## config.mk

```make
export PLATFORM = sky130hd
export DESIGN_NAME = region_xlate
export DESIGN_NICKNAME = d
export VERILOG_FILES = /design/src/rtl/rx_pkg.sv /design/src/rtl/rx_cfg_regs.sv /design/src/rtl/rx_decode.sv /design/src/rtl/rx_walker.sv /design/src/rtl/region_xlate.sv
export SDC_FILE = /design/constraint.sdc
export NUM_CORES = 1
export LEC_CHECK = 0
export ABC_AREA = 1
export BUFFER_PORTS_ARGS = -buffer_cell sky130_fd_sc_hd__buf_2
export CORE_MARGIN = 1
export CORE_UTILIZATION = 35
export CTS_CLUSTER_DIAMETER = 50
export DETAILED_ROUTE_END_ITERATION = 10
export PLACE_DENSITY = 0.59
export RECOVER_POWER = 100
export SETUP_SLACK_MARGIN = 0.05
export SLEW_MARGIN = 10
export SYNTH_ARGS = -nofsm -noshare
export SYNTH_HDL_FRONTEND = slang
export SYNTH_SLANG_ARGS = --single-unit
export TNS_END_PERCENT = 5
```

## constraint.sdc

```tcl
create_clock -name clk -period 5.8 [get_ports clk]
set_clock_uncertainty 0.15 [all_clocks]
set_input_delay 0.58 -clock clk [delete_from_list [all_inputs] [get_ports clk]]
set_output_delay 0.58 -clock clk [all_outputs]
set_load 0.05 [all_outputs]
```

## src/rtl/rx_pkg.sv

```systemverilog
// Package: shared widths, entry field positions, region and fault encodings
// for the two-region translator. Assumes 512-byte pages and 32-bit entries.
package rx_pkg;
    localparam int VA_W    = 32;
    localparam int OFF_W   = 9;
    localparam int VPN_W   = 21;
    localparam int PFN_W   = 21;
    localparam int PA_W    = PFN_W + OFF_W;
    localparam int PTE_W   = 32;
    localparam int CFG_W   = 32;
    localparam int NREG    = 6;
    localparam int SEL_W   = 3;
    localparam int PTE_V   = 31;
    localparam int PTE_PH  = 30;
    localparam int PTE_PL  = 27;
    localparam int PTE_M   = 26;

    typedef enum logic [1:0] {
        RG_PROG  = 2'b00,
        RG_STACK = 2'b01,
        RG_SYS   = 2'b10,
        RG_RSVD  = 2'b11
    } region_e;

    typedef enum logic [2:0] {
        CS_NONE   = 3'd0,
        CS_REGION = 3'd1,
        CS_LENGTH = 3'd2,
        CS_PAGE   = 3'd3,
        CS_ACCESS = 3'd4
    } cause_e;

    localparam logic [SEL_W-1:0] SEL_SYS_BASE  = 3'd0;
    localparam logic [SEL_W-1:0] SEL_SYS_LEN   = 3'd1;
    localparam logic [SEL_W-1:0] SEL_PROG_BASE = 3'd2;
    localparam logic [SEL_W-1:0] SEL_PROG_LEN  = 3'd3;
    localparam logic [SEL_W-1:0] SEL_STK_BASE  = 3'd4;
    localparam logic [SEL_W-1:0] SEL_STK_LEN   = 3'd5;
endpackage

```

## src/rtl/rx_cfg_regs.sv

```systemverilog
// Module: base and length register file. Assumes writes take effect on the
// next edge and that software does not change them during a walk.
module rx_cfg_regs
    import rx_pkg::*;
(
    input  logic             clk,
    input  logic             rst_n,
    input  logic             cfg_we,
    input  logic [SEL_W-1:0] cfg_sel,
    input  logic [CFG_W-1:0] cfg_wdata,
    output logic [CFG_W-1:0] sys_base,
    output logic [CFG_W-1:0] sys_len,
    output logic [CFG_W-1:0] prog_base,
    output logic [CFG_W-1:0] prog_len,
    output logic [CFG_W-1:0] stk_base,
    output logic [CFG_W-1:0] stk_len
);
    logic [CFG_W-1:0] reg_q [NREG];

    for (genvar i = 0; i < NREG; i++) begin : g_reg
        // One register: clear on reset, load when selected.
        always_ff @(posedge clk) begin
            if (!rst_n)
                reg_q[i] <= '0;
            else if (cfg_we && cfg_sel == SEL_W'(i))
                reg_q[i] <= cfg_wdata;
        end
    end

    assign sys_base  = reg_q[SEL_SYS_BASE];
    assign sys_len   = reg_q[SEL_SYS_LEN];
    assign prog_base = reg_q[SEL_PROG_BASE];
    assign prog_len  = reg_q[SEL_PROG_LEN];
    assign stk_base  = reg_q[SEL_STK_BASE];
    assign stk_len   = reg_q[SEL_STK_LEN];
endmodule

```

## src/rtl/rx_decode.sv

```systemverilog
// Module: combinational front end. Decodes the region, runs the length
// checks and forms the physical address of the first (system) entry to read.
// For user regions it also yields the offset of the user entry in its page.
module rx_decode
    import rx_pkg::*;
(
    input  logic [VA_W-1:0]  vaddr,
    input  logic [CFG_W-1:0] sys_base,
    input  logic [CFG_W-1:0] sys_len,
    input  logic [CFG_W-1:0] prog_base,
    input  logic [CFG_W-1:0] prog_len,
    input  logic [CFG_W-1:0] stk_base,
    input  logic [CFG_W-1:0] stk_len,
    output logic             fault,
    output cause_e           cause,
    output logic             nested,
    output logic [VA_W-1:0]  sys_pte_addr,
    output logic [OFF_W-1:0] sva_off
);
    localparam int PAD_W = VA_W - VPN_W - 2;
    localparam int ZX_W  = VA_W - VPN_W;

    logic [1:0]       rg;
    logic [VPN_W-1:0] vpn;
    logic [VA_W-1:0]  vpn_x;
    logic [VA_W-1:0]  vpn_x4;
    logic [VA_W-1:0]  sva;
    logic [VPN_W-1:0] svpn;
    logic [VA_W-1:0]  svpn_x;
    logic             sva_ok;

    assign rg     = vaddr[VA_W-1 -: 2];
    assign vpn    = vaddr[OFF_W +: VPN_W];
    assign vpn_x  = {{ZX_W{1'b0}}, vpn};
    assign vpn_x4 = {{PAD_W{1'b0}}, vpn, 2'b00};
    assign sva    = ((rg == RG_STACK) ? stk_base : prog_base) + vpn_x4;
    assign svpn   = sva[OFF_W +: VPN_W];
    assign svpn_x = {{ZX_W{1'b0}}, svpn};
    assign sva_ok = (sva[VA_W-1 -: 2] == RG_SYS) && (svpn_x < sys_len);
    assign sva_off = sva[OFF_W-1:0];

    // Region decode, length checks and first-read address selection.
    always_comb begin
        fault        = 1'b0;
        cause        = CS_NONE;
        nested       = 1'b0;
        sys_pte_addr = sys_base + vpn_x4;
        unique case (rg)
            RG_SYS: begin
                if (!(vpn_x < sys_len)) begin
                    fault = 1'b1;
                    cause = CS_LENGTH;
                end
            end
            RG_PROG, RG_STACK: begin
                nested       = 1'b1;
                sys_pte_addr = sys_base + {svpn_x[VA_W-3:0], 2'b00};
                if (rg == RG_PROG ? !(vpn_x < prog_len) : (vpn_x < stk_len)) begin
                    fault = 1'b1;
                    cause = CS_LENGTH;
                end else if (!sva_ok) begin
                    fault = 1'b1;
                    cause = CS_LENGTH;
                end
            end
            default: begin
                fault = 1'b1;
                cause = CS_REGION;
            end
        endcase
    end
endmodule

```

## src/rtl/rx_walker.sv

```systemverilog
// Module: table walk sequencer. Accepts one request at a time, reads the
// system entry, then for user regions reads the user entry, applies the
// valid and protection checks, writes back the modify bit, and responds.
// Assumes the memory returns exactly one mem_rvalid per mem_rd_en.
module rx_walker
    import rx_pkg::*;
(
    input  logic             clk,
    input  logic             rst_n,
    input  logic             req_valid,
    output logic             req_ready,
    input  logic [VA_W-1:0]  req_vaddr,
    input  logic             req_write,
    input  logic             req_user,
    input  logic             dec_fault,
    input  cause_e           dec_cause,
    input  logic             dec_nested,
    input  logic [VA_W-1:0]  dec_sys_addr,
    input  logic [OFF_W-1:0] dec_off,
    output logic             resp_valid,
    output logic             resp_fault,
    output logic [2:0]       resp_cause,
    output logic [PA_W-1:0]  resp_paddr,
    output logic [VA_W-1:0]  resp_vaddr,
    output logic             mem_rd_en,
    output logic             mem_wr_en,
    output logic [VA_W-1:0]  mem_addr,
    output logic [PTE_W-1:0] mem_wdata,
    input  logic             mem_rvalid,
    input  logic [PTE_W-1:0] mem_rdata
);
    localparam int AZ_W = VA_W - PA_W;

    typedef enum logic [2:0] {
        ST_IDLE, ST_RD_SYS, ST_WT_SYS, ST_RD_PTE, ST_WT_PTE, ST_WB, ST_RESP
    } state_e;

    state_e           state_q;
    logic [VA_W-1:0]  vaddr_q;
    logic [VA_W-1:0]  addr_q;
    logic [PTE_W-1:0] wdata_q;
    logic [PFN_W-1:0] pfn_q;
    logic [OFF_W-1:0] off_q;
    logic             write_q;
    logic             user_q;
    logic             nested_q;
    cause_e           cause_q;

    logic             bad_valid;
    logic             bad_prot;
    logic             need_wb;

    assign bad_valid = !mem_rdata[PTE_V];
    assign bad_prot  = user_q && (mem_rdata[PTE_PH:PTE_PL] == '0);
    assign need_wb   = write_q && !mem_rdata[PTE_M];

    // Walk sequencing and capture of request, address and result.
    always_ff @(posedge clk) begin
        if (!rst_n) begin
            state_q  <= ST_IDLE;
            vaddr_q  <= '0;
            addr_q   <= '0;
            wdata_q  <= '0;
            pfn_q    <= '0;
            off_q    <= '0;
            write_q  <= 1'b0;
            user_q   <= 1'b0;
            nested_q <= 1'b0;
            cause_q  <= CS_NONE;
        end else begin
            unique case (state_q)
                ST_IDLE: if (req_valid) begin
                    vaddr_q  <= req_vaddr;
                    write_q  <= req_write;
                    user_q   <= req_user;
                    nested_q <= dec_nested;
                    addr_q   <= dec_sys_addr;
                    off_q    <= dec_off;
                    cause_q  <= dec_cause;
                    state_q  <= dec_fault ? ST_RESP : ST_RD_SYS;
                end
                ST_RD_SYS: state_q <= ST_WT_SYS;
                ST_RD_PTE: state_q <= ST_WT_PTE;
                ST_WT_SYS, ST_WT_PTE: if (mem_rvalid) begin
                    if (bad_valid) begin
                        cause_q <= CS_PAGE;
                        state_q <= ST_RESP;
                    end else if (state_q == ST_WT_SYS && nested_q) begin
                        addr_q  <= {{AZ_W{1'b0}}, mem_rdata[PFN_W-1:0], off_q};
                        state_q <= ST_RD_PTE;
                    end else if (bad_prot) begin
                        cause_q <= CS_ACCESS;
                        state_q <= ST_RESP;
                    end else begin
                        pfn_q   <= mem_rdata[PFN_W-1:0];
                        wdata_q <= mem_rdata | (PTE_W'(1) << PTE_M);
                        state_q <= need_wb ? ST_WB : ST_RESP;
                    end
                end
                ST_WB:   state_q <= ST_RESP;
                default: state_q <= ST_IDLE;
            endcase
        end
    end

    assign req_ready  = (state_q == ST_IDLE);
    assign resp_valid = (state_q == ST_RESP);
    assign resp_fault = (cause_q != CS_NONE);
    assign resp_cause = cause_q;
    assign resp_paddr = resp_fault ? '0 : {pfn_q, vaddr_q[OFF_W-1:0]};
    assign resp_vaddr = vaddr_q;
    assign mem_rd_en  = (state_q == ST_RD_SYS) || (state_q == ST_RD_PTE);
    assign mem_wr_en  = (state_q == ST_WB);
    assign mem_addr   = addr_q;
    assign mem_wdata  = wdata_q;
endmodule

```

## src/rtl/region_xlate.sv

```systemverilog
// Module: top of the two-region paged translator. Connects the register
// file, the region decoder and the walk sequencer. One request at a time.
module region_xlate
    import rx_pkg::*;
(
    input  logic        clk,
    input  logic        rst_n,
    input  logic        cfg_we,
    input  logic [2:0]  cfg_sel,
    input  logic [31:0] cfg_wdata,
    input  logic        req_valid,
    output logic        req_ready,
    input  logic [31:0] req_vaddr,
    input  logic        req_write,
    input  logic        req_user,
    output logic        resp_valid,
    output logic        resp_fault,
    output logic [2:0]  resp_cause,
    output logic [29:0] resp_paddr,
    output logic [31:0] resp_vaddr,
    output logic        mem_rd_en,
    output logic        mem_wr_en,
    output logic [31:0] mem_addr,
    output logic [31:0] mem_wdata,
    input  logic        mem_rvalid,
    input  logic [31:0] mem_rdata
);
    logic [CFG_W-1:0] sys_base, sys_len, prog_base, prog_len, stk_base, stk_len;
    logic             dec_fault;
    cause_e           dec_cause;
    logic             dec_nested;
    logic [VA_W-1:0]  dec_sys_addr;
    logic [OFF_W-1:0] dec_off;

    rx_cfg_regs u_regs (
        .clk(clk), .rst_n(rst_n), .cfg_we(cfg_we), .cfg_sel(cfg_sel),
        .cfg_wdata(cfg_wdata), .sys_base(sys_base), .sys_len(sys_len),
        .prog_base(prog_base), .prog_len(prog_len),
        .stk_base(stk_base), .stk_len(stk_len)
    );

    rx_decode u_dec (
        .vaddr(req_vaddr), .sys_base(sys_base), .sys_len(sys_len),
        .prog_base(prog_base), .prog_len(prog_len),
        .stk_base(stk_base), .stk_len(stk_len),
        .fault(dec_fault), .cause(dec_cause), .nested(dec_nested),
        .sys_pte_addr(dec_sys_addr), .sva_off(dec_off)
    );

    rx_walker u_walk (
        .clk(clk), .rst_n(rst_n),
        .req_valid(req_valid), .req_ready(req_ready), .req_vaddr(req_vaddr),
        .req_write(req_write), .req_user(req_user),
        .dec_fault(dec_fault), .dec_cause(dec_cause), .dec_nested(dec_nested),
        .dec_sys_addr(dec_sys_addr), .dec_off(dec_off),
        .resp_valid(resp_valid), .resp_fault(resp_fault), .resp_cause(resp_cause),
        .resp_paddr(resp_paddr), .resp_vaddr(resp_vaddr),
        .mem_rd_en(mem_rd_en), .mem_wr_en(mem_wr_en), .mem_addr(mem_addr),
        .mem_wdata(mem_wdata), .mem_rvalid(mem_rvalid), .mem_rdata(mem_rdata)
    );
endmodule

```

==> impl_metrics.toml <==
[run_status]
status = "finished with violations"
violations = "capacitance limit, slew limit"

[drt]
post_drt_via_cell_ratio = 4.911
drt_iter0_drc = 852
post_drt_wl_per_cell_um = 17.33
drc_errors = 0
num_vias = 13760
drt_wl_total_um = 48540
ant_nets = 0
drtPass1Iterations = 5

[cells_and_area]
fillCellCount = 4760
layout_common_cells = "nor2_1, nand2_1, inv_1"
fin_area_um2 = 19340
area.growth.synth_to_final_pct = 17.59
antenna_cells = 0
multi_input_area_um2 = 7232
final_common_cell = "nor2_1"
final_nets = 2396
regArea_um2 = 8028
drive_gt1_share_pct = 9.754

[power]
p_leak_nw = 8.531
powerDensity_nw_per_um2 = 444.2
peakVddDrop_mv = 0.4188

[floorplanning]
die_x_um = 218.8
num_rows = 79
die_y_um = 218.8
io_pins = 240
initial_utilization_pct = 35.41
die-area_um2 = 47870
coreArea_um2 = 46460

[clock_network]
post_cts_resized = 0
cts.clk_slew.worst_paths_ps = 60
cts_hold_buffers = 0
clock-sinks = 305
cts_buffers = 41
cts_buffer_depth = 3
clkLatencyLatePin_ps = 560
cts_root_buf = "clkbuf_16"
htree_levels = 2
tritoncts = "done"
cts_setup_buffers = 0

[logic_synthesis]
synth.avg_cell_area_um2 = 8.545
ys_warn_count = 0
synth-edff-count = 192
synth_top_flop_cell = "edfxtp_1"
syn_area_um2 = 16450
async_flop_share_pct = 0
syn_inst = 1925
ys_types = 59
synth_fp_nets = 2158
yosysSeqAreaShare_pct = 48.81
synth-seq-cells = 305

[global_route]
met1_usage_pct = 28.05
grt_remaining_overflow = 0
top_usage_layer = "met2"
antenna_found_initial = 0
use_met3_pct = 3.396
use_met2_pct = 32.61
grt_max_degree = 55
grt_use_total_pct = 20.20
grt_pass1_vias = 13350
grt_pass1_wl_um = 74580

[place]
hpwlAfterDp_um = 36980
placed_area_um2 = 18340
place.gp.congestion = 0.9218
portBuffers = 239
dp_slack_ps = 229.1

[sta]
drv_slew = 422
setup_tns_ps = 0
clock.fmax_mhz = 190.1
min_period_ps = 5261
layout_setup_ws_ps = 539.1
hold_viol_final = 0
setup_viol = 0
tightest_slew_ps = 2032
max_slew_margin_pct = -35.47
fin_crit_sh_pct = 90.70
rsz0062_at_grt = "false"

[worst_setup_path]
cp-end-kind = "flip-flop"
crit_path_start_kind = "input port"
reg2reg_slack_ps = 680
required_ps = 6010
criticalPathCategory = "in -> reg"
cp_slowest_cell = "fa_1"
crit_fanout = 10
cpPeakStageDelay_ps = 450
crit_top_cell = "nand2_1"
worst_ep_arrival_time_ps = 5470

[worst_hold_path]
min_path_type = "in -> reg"

[job]
cap_violations = 12
-- report_power, final --
part	internal (mW)	leakage, nW	switching (mW)
logic	0.792	5.12	2.63
registers	2.66	2.78	0.163
clock network	1.39	0.629	0.953
total	4.85	8.53	3.75
-- layer usage --
metal	up-vias	part of all wire (%)
li1	6900	-
met1	6393	48
met2	398	44
met3	66	5.9
met4	0	1.9
met5	-	0
-- area by class of cell --
type                            count  share of cell area, %
Clock buffer                       51                  5.673
Clock inverter                     23                 0.8151
Inverter                          238                  4.619
Multi-Input combinational cell   1311                  37.39
Sequential cell                   305                  41.51
Tap cell                          607                  3.927
Timing Repair Buffer              266                  6.068
-- logic make-up after synthesis --
| logic type | share of synthesized area [%] |
|---|---|
| flops | 48.81 |
| fa+ha+maj | 9.752 |
| xor+xnor | 2.290 |
| buf+inv | 7.158 |
| mux | 1.430 |
| compound gates | 11.90 |
| simple gates | 18.67 |
-- Yosys cell counts (2+ instances only) --
master,number,area [um^2]
nor4_1,13,81.33
o21a_1,2,15.01
inv_2,4,15.01
nor2_1,354,1329
xor2_1,28,245.2
mux2_2,20,225.2
buf_1,2,7.510
nand4_1,18,112.6
a21oi_1,169,845.8
edfxtp_1,192,5766
o31ai_1,2,15.01
nor3_1,14,70.07
a31oi_1,12,75.07
nand2_2,2,12.51
nand3_1,48,240.2
a21o_1,3,22.52
a211oi_1,3,22.52
o21ai_1,5,25.02
nand2_1,291,1092
dfxtp_1,113,2262
or2_2,4,25.02
o221ai_1,3,26.28
inv_1,233,874.6
ha_1,125,1564
o21ai_2,3,26.28
buf_2,5,25.02
o211ai_1,11,82.58
xnor2_1,15,131.4
clkbuf_1,62,232.7
and2_1,2,12.51
o21ai_0,137,685.7
nor3_2,2,20.02
fa_1,2,40.04
-- sequential cells by signal (all words and copies together) (netlist names), 3 cells and up --
signal	flops
u_regs.reg_q	192
u_walk.mem_addr	32
u_walk.mem_wdata	11
u_walk.off_q	9
u_walk.pfn_q	20
u_walk.resp_cause	3
u_walk.resp_vaddr	32
u_walk.state_q	3
-- worst paths after layout --
| check | from | endpoint | cells past startpoint |
|---|---|---|---|
| setup / recovery | req_vaddr[31] | u_walk.mem_addr[30] | 29 |
| hold / removal | mem_rdata[25] | u_walk.mem_wdata[25] | 3 |
| setup reg to reg | u_regs.reg_q[2][3] | u_walk.mem_addr[30] | 26 |
| hold reg to reg | u_walk.write_q | u_walk.write_q | 2 |
-- critical path: cells and delay by family --
kind / cells / cell delay, ps
buf+inv: 4 / 490
mux: 1 / 270
simple gates: 10 / 950
fa+ha+maj: 3 / 1010
compound gates: 10 / 1940
xor+xnor: 1 / 230
-- per-stage QoR --
step	cells	hold slack [ps]	util (%)	total power, mW
4_1_cts	2801	68.33	42.18	8.771
6_report	2801	107.4	41.63	8.591
3_3_place_gp	2727	293.5	39.48	6.357
5_1_grt	2801	92.66	41.63	9.129
3_5_place_dp	2727	296.5	39.48	6.397
2_1_floorplan	1925	280.3	-	5.432
Power figures use the tool's default switching activity.
